**src/rtl/smram_pkg.sv**
```systemverilog
package smram_pkg;

    typedef struct packed {
        logic       rsv;
        logic       open_en;
        logic       closed_en;
        logic       spare;
        logic       glob_en;
        logic [1:0] seg_code;
        logic       seg_en;
    } smram_ctrl_t;

    typedef enum logic [1:0] {
        ROUTE_NONE = 2'd0,
        ROUTE_DRAM = 2'd1,
        ROUTE_HUB  = 2'd2
    } route_e;

    localparam logic [31:0] SEG_UNIT_BYTES = 32'h0002_0000;

    function automatic logic [31:0] seg_bytes(input logic [1:0] code);
        return SEG_UNIT_BYTES << code;
    endfunction

endpackage

```
**src/rtl/smram_ctrl_regs.sv**
```systemverilog
module smram_ctrl_regs
    import smram_pkg::*;
#(
    parameter logic [7:0] CTRL_OFS = 8'h9E,
    parameter logic [7:0] LOCK_OFS = 8'h9F
) (
    input  logic        clk,
    input  logic        rst,
    input  logic        wr_en,
    input  logic [7:0]  addr,
    input  logic [7:0]  wdata,
    output logic [7:0]  rdata,
    output smram_ctrl_t ctrl,
    output logic        locked
);

    always_ff @(posedge clk) begin
        if (rst) begin
            ctrl   <= '0;
            locked <= 1'b0;
        end else if (wr_en) begin
            if (addr == CTRL_OFS) begin
                ctrl.closed_en <= wdata[5];
                ctrl.spare     <= wdata[4];
                if (!locked) begin
                    ctrl.open_en  <= wdata[6];
                    ctrl.glob_en  <= wdata[3];
                    ctrl.seg_code <= wdata[2:1];
                    ctrl.seg_en   <= wdata[0];
                end
            end
            if (addr == LOCK_OFS && wdata[0] && ctrl.glob_en)
                locked <= 1'b1;
        end
    end

    always_comb begin
        if (addr == CTRL_OFS)      rdata = ctrl;
        else if (addr == LOCK_OFS) rdata = {7'd0, locked};
        else                       rdata = 8'd0;
    end

    AST_LOCK_STICKY: assert property (@(posedge clk) disable iff (rst)
        locked |=> locked);

    AST_LOCK_NEEDS_GLOBAL: assert property (@(posedge clk) disable iff (rst)
        $rose(locked) |-> $past(ctrl.glob_en));

    AST_FROZEN_FIELDS: assert property (@(posedge clk) disable iff (rst)
        locked |=> ($stable(ctrl.open_en) && $stable(ctrl.glob_en)
                    && $stable(ctrl.seg_code) && $stable(ctrl.seg_en)));

    AST_RSV_ZERO: assert property (@(posedge clk) disable iff (rst)
        ctrl.rsv == 1'b0);

endmodule

```
**src/rtl/smram_window.sv**
```systemverilog
module smram_window #(
    parameter int ADDR_W = 32
) (
    input  logic [ADDR_W-1:0] base,
    input  logic [ADDR_W-1:0] limit,
    input  logic [ADDR_W-1:0] addr,
    output logic              hit
);
    assign hit = (addr >= base) && (addr < limit);
endmodule

```
**src/rtl/smram_route_top.sv**
```systemverilog
module smram_route_top
    import smram_pkg::*;
#(
    parameter int          ADDR_W       = 32,
    parameter logic [7:0]  CTRL_OFS     = 8'h9E,
    parameter logic [7:0]  LOCK_OFS     = 8'h9F,
    parameter logic [31:0] COMPAT_BASE  = 32'h000A_0000,
    parameter logic [31:0] COMPAT_BYTES = 32'h0002_0000
) (
    input  logic              clk,
    input  logic              rst,
    input  logic              cfg_wr_en,
    input  logic [7:0]        cfg_addr,
    input  logic [7:0]        cfg_wdata,
    output logic [7:0]        cfg_rdata,
    input  logic [ADDR_W-1:0] tolm,
    input  logic [ADDR_W-1:0] req_addr,
    input  logic              req_smm,
    input  logic              req_code,
    output logic [1:0]        route
);

    localparam logic [ADDR_W-1:0] CMP_LO = ADDR_W'(COMPAT_BASE);
    localparam logic [ADDR_W-1:0] CMP_HI = ADDR_W'(COMPAT_BASE + COMPAT_BYTES);

    smram_ctrl_t       ctrl;
    logic              locked;
    logic [ADDR_W-1:0] seg_len;
    logic [ADDR_W-1:0] seg_base;
    logic              in_compat;
    logic              in_seg;
    logic              open_live;
    logic              visible;
    route_e            route_q;

    smram_ctrl_regs #(.CTRL_OFS(CTRL_OFS), .LOCK_OFS(LOCK_OFS)) u_regs (
        .clk(clk), .rst(rst), .wr_en(cfg_wr_en), .addr(cfg_addr),
        .wdata(cfg_wdata), .rdata(cfg_rdata), .ctrl(ctrl), .locked(locked)
    );

    assign seg_len  = ADDR_W'(seg_bytes(ctrl.seg_code));
    assign seg_base = (tolm >= seg_len) ? (tolm - seg_len) : '0;

    smram_window #(.ADDR_W(ADDR_W)) u_compat_win (
        .base(CMP_LO), .limit(CMP_HI), .addr(req_addr), .hit(in_compat)
    );

    smram_window #(.ADDR_W(ADDR_W)) u_seg_win (
        .base(seg_base), .limit(tolm), .addr(req_addr), .hit(in_seg)
    );

    assign open_live = ctrl.open_en & ~locked;
    assign visible   = req_smm | open_live;

    always_comb begin
        route_q = ROUTE_NONE;
        if (ctrl.glob_en) begin
            if (in_compat) begin
                if (visible && !(ctrl.closed_en && !req_code)) route_q = ROUTE_DRAM;
                else                                           route_q = ROUTE_HUB;
            end else if (in_seg && ctrl.seg_en) begin
                route_q = visible ? ROUTE_DRAM : ROUTE_HUB;
            end
        end
    end

    assign route = route_q;

    AST_CLOSED_DATA: assert property (@(posedge clk) disable iff (rst)
        (ctrl.glob_en && ctrl.closed_en && in_compat && !req_code)
        |-> route == ROUTE_HUB);

    AST_GLOBAL_OFF: assert property (@(posedge clk) disable iff (rst)
        !ctrl.glob_en |-> route == ROUTE_NONE);

    AST_LOCKED_NO_OPEN: assert property (@(posedge clk) disable iff (rst)
        (locked && !req_smm && (in_compat || in_seg)) |-> route != ROUTE_DRAM);

    AST_OUTSIDE_NONE: assert property (@(posedge clk) disable iff (rst)
        (!in_compat && !in_seg) |-> route == ROUTE_NONE);

endmodule

```
**config.mk**
```make
export PLATFORM = sky130hd
export DESIGN_NAME = smram_route_top
export DESIGN_NICKNAME = d
export VERILOG_FILES = /design/src/rtl/smram_pkg.sv /design/src/rtl/smram_ctrl_regs.sv /design/src/rtl/smram_window.sv /design/src/rtl/smram_route_top.sv
export SDC_FILE = /design/constraint.sdc
export NUM_CORES = 1
export LEC_CHECK = 0
export ABC_AREA = 1
export CAP_MARGIN = 40
export CORE_MARGIN = 3
export CORE_UTILIZATION = 40
export CTS_CLUSTER_DIAMETER = 100
export CTS_CLUSTER_SIZE = 16
export DETAILED_ROUTE_END_ITERATION = 10
export GPL_TIMING_DRIVEN = 0
export PLACE_DENSITY = 0.79
export SETUP_SLACK_MARGIN = 0.1
export SLEW_MARGIN = 20
export SYNTH_ARGS = -nofsm -noshare
export SYNTH_HDL_FRONTEND = slang
export SYNTH_SLANG_ARGS = --single-unit
```
**constraint.sdc**
```tcl
create_clock -name clk -period 5.4 [get_ports clk]
set_input_delay 1.08 -clock clk [delete_from_list [all_inputs] [get_ports clk]]
set_output_delay 1.08 -clock clk [all_outputs]
set_load 0.01 [all_outputs]
```
# == After elaboration in Yosys (flattened, before gate mapping) ==
# Index checks and enable logic that the tools add are counted.
# word_totals
ff_bits,8
latch_bits,0
ram_bits,0
rom_bits,0
out_inout_bits,10
elab_cells,39
n_memories,0
# classes
add_sub_neg,1
n_mul,0
div_mod_pow,0
magnitude_cmp,5
n_eq_ne,2
shift,1
muxes,8
n_bitwise,3
reduce_logical,12
# ops
operator,count
32-bit >= comparator,2
"32-bit by 20-bit >= comparator with 1-bit output, second input constant",1
"32-bit by 20-bit < comparator with 1-bit output, second input constant",1
32-bit < comparator,1
32-bit two-way mux,1
"18-bit by 2-bit left shift with 32-bit output, first input constant",1
32-bit subtractor,1
"8-bit equality test, second input constant",2
2-bit two-way mux,5
8-bit two-way mux,1
1-bit logical AND,7
2-bit AND reduction,2
3-bit AND reduction,1
1-bit logical NOT,2
1-bit bitwise AND,1
1-bit two-way mux,1
1-bit inverter,1
1-bit OR,1

# == Depth between registers and ports, before layout ==
# Gate-level depths: netlist of run 1.
# logic_depth
depth_word,9
depth_mapped,28
depth_no_buf,27

# == Hierarchy ==
# From an unflattened synthesis of run 1, not the netlist that was laid out.
# hier_totals
cells_unflattened,808
area_unflattened_um2,4649.5
# modules_own_cells
mod,instances,cells_per_inst,area_each_um2,seq_area_each_um2
smram_window,2,268,1639.1,0.0
smram_route_top,1,188,847.1,0.0
smram_ctrl_regs,1,84,524.3,160.2

# == Worst setup path before layout of run 1 ==
# Ideal clock, no wire load.
# synth_path
path_type,input -> output
start,in tolm[18]
end,out route[0]
t_arrival_ns,3.485
slack_ns,0.835
stages,24
path_buffers,1
cell_sequence,ha_1 -> a21oi_2 -> nand2_2 -> nand2_2 -> nand2_2 -> nor2_2 -> nand2_2 -> inv_2 -> nand3_4 -> nor2_8 -> inv_6 -> buf_12 -> nand2_2 -> ha_1 -> nand2_1 -> nor2_1 -> nand3_1 -> nor2_1 -> nor2_1 -> nand2_1 -> nand2_1 -> nand2_1 -> nand3_1 -> a21oi_1
# synth_between
elab_chain_cells,8
elab_cells_between_ends,10
# synth_rtl
item,line,source
start: declaration,smram_route_top.sv:16,"input logic [ADDR_W-1:0] tolm,"
32-bit subtractor / 32-bit >= comparator (equally long branches),smram_route_top.sv:42,assign seg_base = (tolm >= seg_len) ? (tolm - seg_len) : '0;
32-bit two-way mux,smram_route_top.sv:42,
32-bit >= comparator,smram_window.sv:9,assign hit = (addr >= base) && (addr < limit);
1-bit logical AND (*),smram_window.sv:9,
1-bit logical AND (*),smram_route_top.sv:61,end else if (in_seg && ctrl.seg_en) begin
2-bit two-way mux (*),smram_route_top.sv:61,
2-bit two-way mux (*),smram_route_top.sv:58,if (in_compat) begin
2-bit two-way mux (*),smram_route_top.sv:57,if (ctrl.glob_en) begin
end: declaration,smram_route_top.sv:20,output logic [1:0] route
# Every way passes the cells marked *; elsewhere a longest branch is shown, timed or not.

# == Worst setup path after layout of run 1 ==
# Same ends and word-level chain as after synthesis.

==> metrics.txt, run 1 <==
status=completed; Die Width=88.66 microns; part of the cycle the worst path needs=between 90 and 100%; row cnt=29; sequential cell area fraction in the yosys report=5.861%; Reg power frac=approximately 17%; 1st-iter DRT viols=122; GRT Util Overall=19.10%; post-placement cell area=approximately 3700 sq um; crit path max-delay cell type=dlygate4sd2_1; I/O Buffers=91; Max Slew Vio Count=0; grt ovf=0; maximum vdd drop=approximately 0.12 mV; Final Hold Fails=0; Avg WL per Cell=12.36 microns; skew final=between 0.002 and 0.003 ns; Remaining DRCs=0; Die Y=approximately 89 microns; Synth-to-Final Area Change=41.39%; worst min path class=reg2reg; via count=3136; Synth Area in Simple Gates=a little under two fifths; Clk Latency, worst-skew pair=0.23 ns; num ports=95; clock buffer depth=2; mux share of post-synthesis cell area=0%; post-synthesis compound-gate area fraction=a little over an eighth; Critical Path Sink Type=primary output; Tmin final=5.100 ns; synthesis-stage register bit count=8; Yosys top cell by area=ha_1; depth of the CTS H-tree=1; vias in the first global route=between 3000 and 4000; number of synthesized flops with an enable pin=0; total CTS buffers=3; Antenna Cells=0; most common cell in the netlist=nand2_1; Clk pin slew, worst setup/hold paths=0.04 ns; fmax=196.1 MHz; peak fanout along the critical path=10; xor/xnor share of the synthesized area=0%; Layout Cell Area excl Fill=3864 sq um; Adder-Cell Fraction of Synth Area=30.68%; Detailed Place HPWL=6694 microns; Switch Pwr=132.0 uW; switching share of power=approximately 37%; cell mode on critical path=nand2_2; main combinational cell family by area after synthesis=simple AND/OR/NAND/NOR gates; GPL Wtd Cong=slightly below 1; CP peak stage delay=0.27 ns; initial antenna violation count=0; # setup viols final=0; syn_nets=just under 600; Final Core Density=59.49%; Root Buffer=clkbuf_8; average size of a mapped cell=roughly 6.1 sq um; DRT Pass-1 Iters=4; Cell Area, Synth=approximately 2700 sq um; Commonest cells post-synth=nand2_1, inv_1, ha_1, nor2_1, a21oi_1; Die ar.=7860 sq um; leakage power=2.022 nW; CP Data Arrival Time=between 4 and 5 ns; CTS tree=done; combinational share of power=63.5%; post-synth cell types=31; top_reg_cell synth=dfxtp_1; first-pass GRT wire length=12430 microns; cells after synthesis=445; WP data required=4.32 ns; Clock power frac=19.8%; Worst setup SP type=input port; cts hold-fix bufs=0; Nets=694; Hold WS=0.4615 ns; dominant cells by area after synthesis=ha_1, nand2_1, inv_1, nor2_1, a21oi_1; Setup CP Type=in2out; ys async rst share=0%; R2R setup slack=between 4 and 5 ns; max cap viols=0; post-route ant nets=0; post-synth top area share=30.68%; Routed WL=7629 microns; share of cells above drive strength 1=10.19%; RSZ-0062 raised after global routing=false; overall power=356.4 uW; largest net degree at the start of global routing=11; Pwr per Cell Area=a little over 90 nW/um^2; via-per-instance ratio=around 5.1; Initial Util=42.07%; Int Power=approximately 220 uW; clk sink count=8; YS warnings=0; CORE AREA=6495 sq um
==> per-stage QoR <==
step | setup slack [ns] | cells | setup TNS, ns
after CTS | 0.1040 | 617 | 0
after floorplan | 0.8352 | 445 | 0
final | 0.3004 | 617 | 0
after global routing | 0.06922 | 617 | 0
after global placement | -0.5205 | 613 | -1.041
after detailed placement | -0.5615 | 613 | -1.120
==> state kept, by name (all words and copies together) (netlist names) <==
name           flops
u_regs.ctrl        7
u_regs.locked      1
==> per-layer routing <==
layer	part of all wire [%]	track usage (%)	vias to the layer above
met2	49	35.02	87
met4	1.1	3.571	0
met5	0	0	-
met1	45	24.26	1388
li1	-	-	1651
met3	5.2	1.676	10
==> cells in the final DEF (no fill, tap or decap), drive strengths merged, types with 5 or more instances in the layout <==
cell type,Yosys,routed
clkdlybuf4s50,0,85
o21ai,14,14
nand2,117,117
nor2,59,59
or2,5,5
buf,4,7
inv,77,77
nand4,11,11
dfxtp,8,8
a21oi,36,36
a211oi,6,6
nand3,21,21
nor3,8,8
ha,67,67
==> power groups by stage <==
stage	combinational [mW]	clock, mW	sequential [mW]
floorplan	0.117	0	0.0605
global placement	0.210	0	0.0605
detailed placement	0.218	0	0.0605
CTS	0.222	0.0716	0.0595
global route	0.257	0.0762	0.0595
finish	0.226	0.0704	0.0595
==> critical path, delay by kind of cell <==
kind | cells | cell delay, ns
AO/OA/AOI/OAI | 3 | 0.40
adder cells (fa/ha/maj) | 2 | 0.51
buffers and inverters | 5 | 0.71
AND/OR/NAND/NOR | 15 | 1.29
==> cells by family after synthesis <==
| logic type | after synthesis |
|---|---|
| AOI/OAI and AO/OA | 64 |
| adders and majority gates | 67 |
| buffers and inverters | 81 |
| DFF | 8 |
| other | 1 |
| and+or+nand+nor | 224 |
==> area by class of cell <==
class,count,area (sq um)
Sequential cell,8,160.2
Buffer,4,51.30
Tap cell,77,96.34
Timing Repair Buffer,92,910.9
Multi-Input combinational cell,356,2310
Clock buffer,3,41.29
Inverter,77,294.0
Fill cell,597,2631
==> worst paths after layout <==
kind,startpoint,to,cells past startpoint
max,tolm[18],route[0],25
min,u_regs.ctrl[4],u_regs.ctrl[4],2
max reg2reg,u_regs.locked,u_regs.ctrl[6],3
min reg2reg,u_regs.ctrl[4],u_regs.ctrl[4],2
==> repair_timing <==
item                                    4_1_cts  5_1_grt
setup buffers                                 1        0
endpoints found under the setup margin        2        2
hold endpoints to repair                      0        0
resized for setup                            15       10
pin swaps                                     4        4
Power figures use the tool's default switching activity.
==> run 2: changes to the inputs <==
--- a/config.mk
+++ b/config.mk
@@ -12,10 +12,10 @@
 export CTS_CLUSTER_DIAMETER = 100
 export CTS_CLUSTER_SIZE = 16
 export DETAILED_ROUTE_END_ITERATION = 10
+export GPL_ROUTABILITY_DRIVEN = 0
 export GPL_TIMING_DRIVEN = 0
 export PLACE_DENSITY = 0.79
 export SETUP_SLACK_MARGIN = 0.1
-export SLEW_MARGIN = 20
 export SYNTH_ARGS = -nofsm -noshare
 export SYNTH_HDL_FRONTEND = slang
 export SYNTH_SLANG_ARGS = --single-unit
==> metrics.txt, run 2 (synthesized netlist as in run 1, its figures left out) <==
total CTS buffers=3 (unchanged); Layout Cell Area excl Fill=3877 sq um (+0.36%); CP peak stage delay=0.27 ns (about the same); # setup viols final=0 (unchanged); Clk pin slew, worst setup/hold paths=0.04 ns (about the same); depth of the CTS H-tree=1 (unchanged); Max Slew Vio Count=0 (unchanged); Final Core Density=59.70% (+0.21 points); CP Data Arrival Time=3.96 ns (-0.06 ns); Critical Path Sink Type=primary output; WP data required=4.32 ns (about the same); Routed WL=7539 microns (-1.2%); cell mode on critical path=nand2_2; first-pass GRT wire length=12420 microns (-0.10%); via-per-instance ratio=5.052 (-0.61%); CTS tree=done; Setup CP Type=in2out; most frequent cells in the layout=nand2_1, clkdlybuf4s50_1, inv_1, ha_1, nor2_1; num ports=95 (unchanged); I/O Buffers=91 (unchanged); max reg flops=7 (unchanged); grt ovf=0 (unchanged); most common cell after layout, fill and taps aside=nand2_1; DRT Pass-1 Iters=4 (unchanged); Synth-to-Final Area Change=41.90%; GRT Util Overall=19.02% (-0.080 points); Initial Util=42.07% (unchanged); clock buffer depth=2 (unchanged); filler instances=599 (+0.34%); via count=3117 (-0.61%); Tmin final=5.040 ns (-0.05962 ns); Clk Latency, worst-skew pair=0.23 ns (about the same); RSZ-0062 raised after global routing=false; Pwr per Cell Area=92.41 nW/um^2 (+0.18%); max cap viols=0 (unchanged); Nets=694 (unchanged); Die ar.=7860 sq um (unchanged); share of cells above drive strength 1=10.37% (+0.19 points); largest net degree at the start of global routing=11 (unchanged); peak fanout along the critical path=10 (unchanged); clk sink count=8 (unchanged); fmax=198.4 MHz (+1.2%); 1st-iter DRT viols=121 (-0.82%); worst min path class=reg2reg; Detailed Place HPWL=6567 microns (-1.9%); cts hold-fix bufs=0 (unchanged); biggest regs=u_regs.ctrl: 7 flops, u_regs.locked: 1 flops; Antenna Cells=0 (unchanged); skew final=0.006340 ns (+0.003684 ns); Final Hold Fails=0 (unchanged); initial antenna violation count=0 (unchanged); Avg WL per Cell=12.22 microns (-1.2%); Largest Register=u_regs.ctrl; Die Width=88.66 microns (unchanged); vias in the first global route=2996 (-0.23%); CORE AREA=6495 sq um (unchanged); Root Buffer=clkbuf_8; Worst setup SP type=input port; crit path max-delay cell type=dlygate4sd2_1; Hold WS=0.4602 ns (-0.001242 ns); post-route ant nets=0 (unchanged); status=completed; Remaining DRCs=0 (unchanged); part of the cycle the worst path needs=93.33% (-1.1 points); row cnt=29 (unchanged); Die Y=88.66 microns (unchanged); post-placement cell area=3740 sq um (unchanged); maximum vdd drop=0.1240 mV (+5.5%); leakage power=2.026 nW (+0.19%)
[run 2: where the power goes]
group / internal (mW) / switching (mW)
registers: 0.0594 / 0.0000687
clock network: 0.0484 / 0.0247
logic: 0.117 / 0.109
[run 2: timing repair]
item                       CTS  global route
setup endpoints to repair    2             2
buffers inserted             1             0
pin swaps                    4             4
gates resized for setup     16            12
[run 2: path summary, 6_finish.rpt]
path,to,cells past startpoint,startpoint,slack (ns)
max reg2reg,u_regs.ctrl[1],3,u_regs.locked,4.47
max,route[0],26,tolm[18],0.36
min reg2reg,u_regs.ctrl[4],2,u_regs.ctrl[4],0.46
min,u_regs.ctrl[4],2,u_regs.ctrl[4],0.46
[run 2: final cells by class]
type                            count  area, sq um  share of cell area (%)
Tap cell                           77        96.34                   2.485
Clock buffer                        3        41.29                   1.065
Multi-Input combinational cell    356         2323                   59.92
Timing Repair Buffer               92        910.9                   23.49
Sequential cell                     8        160.2                   4.130
Inverter                           77        294.0                   7.583
Buffer                              4        51.30                   1.323
[run 2: worst max-delay path: cells and delay by family]
kind	cells	cell delay [ns]
AO/OA/AOI/OAI	3	0.41
adder cells (fa/ha/maj)	2	0.40
buffers and inverters	5	0.72
AND/OR/NAND/NOR	16	1.33
[run 2: routing by layer]
metal | global-route usage, % | up-vias | wire (microns)
li1 | - | 1650 | -
met2 | 33.87 | 115 | 3581
met1 | 24.57 | 1341 | 3294
met4 | 3.434 | 0 | 125
met5 | 0 | - | 0
met3 | 2.421 | 11 | 538
[run 2: stage by stage]
step | TNS [ns] | instances | worst slack, ns | power [mW]
global route | 0 | 617 | 0.1003 | 0.3936
global placement | -0.9613 | 613 | -0.4817 | 0.2699
finish | 0 | 617 | 0.3600 | 0.3583
floorplan | 0 | 445 | 0.8352 | 0.1770
detailed placement | -1.009 | 613 | -0.5130 | 0.2777
CTS | 0 | 617 | 0.1394 | 0.3539
==> run 3: changes to the inputs <==
--- a/config.mk
+++ b/config.mk
@@ -8,14 +8,15 @@
 export ABC_AREA = 1
 export CAP_MARGIN = 40
 export CORE_MARGIN = 3
-export CORE_UTILIZATION = 40
+export CORE_UTILIZATION = 45
 export CTS_CLUSTER_DIAMETER = 100
 export CTS_CLUSTER_SIZE = 16
 export DETAILED_ROUTE_END_ITERATION = 10
 export GPL_ROUTABILITY_DRIVEN = 0
 export GPL_TIMING_DRIVEN = 0
-export PLACE_DENSITY = 0.79
+export PLACE_DENSITY = 0.87
 export SETUP_SLACK_MARGIN = 0.1
+export SLEW_MARGIN = 20
 export SYNTH_ARGS = -nofsm -noshare
 export SYNTH_HDL_FRONTEND = slang
 export SYNTH_SLANG_ARGS = --single-unit
==> metrics.txt, run 3 (synthesized netlist as in run 1, its figures left out) <==
status=completed; fin worst setup slack=0.3202 ns (-0.03976 ns); max reg flops=7 (unchanged); Worst setup SP type=input port; Synth-to-Final Area Change=42.08%; Final Hold Fails=0 (unchanged); initial antenna violation count=0 (unchanged); crit path max-delay cell type=ha_4; worst min path class=reg2reg; most common cell after layout, fill and taps aside=nand2_1; first-pass GRT wire length=13050 microns (+5.0%); share of cells above drive strength 1=10.93% (+0.56 points); Tmin final=5.080 ns (+0.03975 ns); I/O Buffers=91 (unchanged); most frequent cells in the layout=nand2_1, clkdlybuf4s50_1, inv_1, ha_1, nor2_1; maximum vdd drop=0.1211 mV (-2.4%); cell mode on critical path=nand2_1; max cap viols=0 (unchanged); Die Width=83.93 microns (-5.3%); crit-path cells=dlygate4sd2_1 -> ha_4 -> nand2_1 -> inv_1 -> nand2_2 -> nand2_2 -> nor2_4 -> nand2_2 -> inv_2 -> nand3_4 -> nor2_8 -> buf_4 -> or2_2 -> ha_1 -> a21oi_1 -> o21ai_0 -> nand2_1 -> nand2_1 -> a21oi_1 -> nand2_1 -> nand3_2 -> a21oi_1 -> buf_2; DRT Pass-1 Iters=5 (+1); dpl ws=-0.5376 ns (-0.02457 ns); post-route ant nets=0 (unchanged); num ports=95 (unchanged); 1st-iter DRT viols=166 (+37%); Die Y=83.93 microns (-5.3%); cts hold-fix bufs=0 (unchanged); clk sink count=8 (unchanged); grt ovf=0 (unchanged); fmax=196.9 MHz (-0.78%); R2R setup slack=4.48 ns (about the same); WP data required=4.32 ns (about the same); row cnt=27 (-6.9%); CP peak stage delay=0.30 ns (+0.03 ns); CTS tree=done; clock buffer depth=2 (unchanged); Critical Path Sink Type=primary output; Max Slew Vio Count=0 (unchanged); Antenna Cells=0 (unchanged); Initial Util=48.15% (+6.1 points); CP delay by family, top=simple AND/OR/NAND/NOR gates; via-per-instance ratio=5.203 (+3.0%); crit path buf inv count=5 (unchanged); Avg WL per Cell=12.49 microns (+2.2%); Nets=694 (unchanged); Root Buffer=clkbuf_8; Detailed Place HPWL=6554 microns (-0.20%); Die ar.=7043 sq um (-10%); RSZ-0062 raised after global routing=false; vias in the first global route=3182 (+6.2%); # setup viols final=0 (unchanged); Clk Latency, worst-skew pair=0.23 ns (about the same); GRT Util Overall=21.34% (+2.3 points); Largest Register=u_regs.ctrl; CP Data Arrival Time=4.00 ns (+0.04 ns); skew final=0.001759 ns (-0.004582 ns); depth of the CTS H-tree=1 (unchanged); largest net degree at the start of global routing=11 (unchanged); Setup CP Type=in2out; biggest regs=u_regs.ctrl: 7 flops, u_regs.locked: 1 flops; via count=3184 (+2.1%); CORE AREA=5675 sq um (-13%); part of the cycle the worst path needs=94.07% (+0.74 points); Pwr per Cell Area=92.25 nW/um^2 (-0.17%); Routed WL=7644 microns (+1.4%); Layout Cell Area excl Fill=3882 sq um (+0.13%); Remaining DRCs=0 (unchanged); post-placement cell area=3734 sq um (-0.17%); peak fanout along the critical path=4 (-6); leakage power=2.018 nW (-0.41%); Clk pin slew, worst setup/hold paths=0.04 ns (about the same); total CTS buffers=3 (unchanged)
-- run 3: what timing repair did --
item                       CTS  global route
buffers inserted             1             0
gates resized for setup     16            13
pin swaps                    4             2
setup endpoints to repair    2             2
-- run 3: worst paths after layout --
kind	startpoint	endpoint	depth (start not counted)
setup reg to reg	u_regs.locked	u_regs.ctrl[3]	4
hold reg to reg	u_regs.ctrl[4]	u_regs.ctrl[4]	2
setup / recovery	tolm[20]	route[0]	23
hold / removal	u_regs.ctrl[4]	u_regs.ctrl[4]	2
-- run 3: power breakdown --
| group | internal [mW] | switching (mW) |
|---|---|---|
| Combinational | 0.118 | 0.110 |
| Clock | 0.0482 | 0.0230 |
| Sequential | 0.0595 | 0.0000698 |
-- run 3: routing by layer --
layer  vias to the layer above  GRT usage, %  wire, microns
met3                        17         3.060            427
met2                       116         41.00           3826
met5                         -             0              0
met1                      1399         24.49           3273
met4                         0         4.971            116
li1                       1652             -              -
-- run 3: layout make-up --
class	count	area [sq um]
buffer	4	51.30
clock buffer	3	41.29
tap	72	90.09
sequential	8	160.2
multi-input combinational	356	2338
fill	470	1793
timing repair buffer	92	907.1
inverter	77	294.0
-- run 3: metrics by stage --
| stage | hold slack [ns] | TNS (ns) | power (mW) | instances | utilization [%] |
|---|---|---|---|---|---|
| 4_1_cts | 0.4694 | 0 | 0.3536 | 612 | 67.20 |
| 5_1_grt | 0.4974 | 0 | 0.3954 | 612 | 68.41 |
| 2_1_floorplan | 0.4399 | 0 | 0.1770 | 445 | - |
| 6_report | 0.4671 | 0 | 0.3582 | 612 | 68.41 |
| 3_3_place_gp | 0.4540 | -0.9854 | 0.2678 | 608 | 65.78 |
| 3_5_place_dp | 0.4595 | -1.069 | 0.2769 | 608 | 65.78 |
-- run 3: worst reg2reg max path, delay by kind of cell, from the launching register on --
family / cells / cell delay, ns
AO/OA/AOI/OAI: 1 / 0.06
buffers and inverters: 1 / 0.11
flip-flops: 1 / 0.31
AND/OR/NAND/NOR: 2 / 0.31
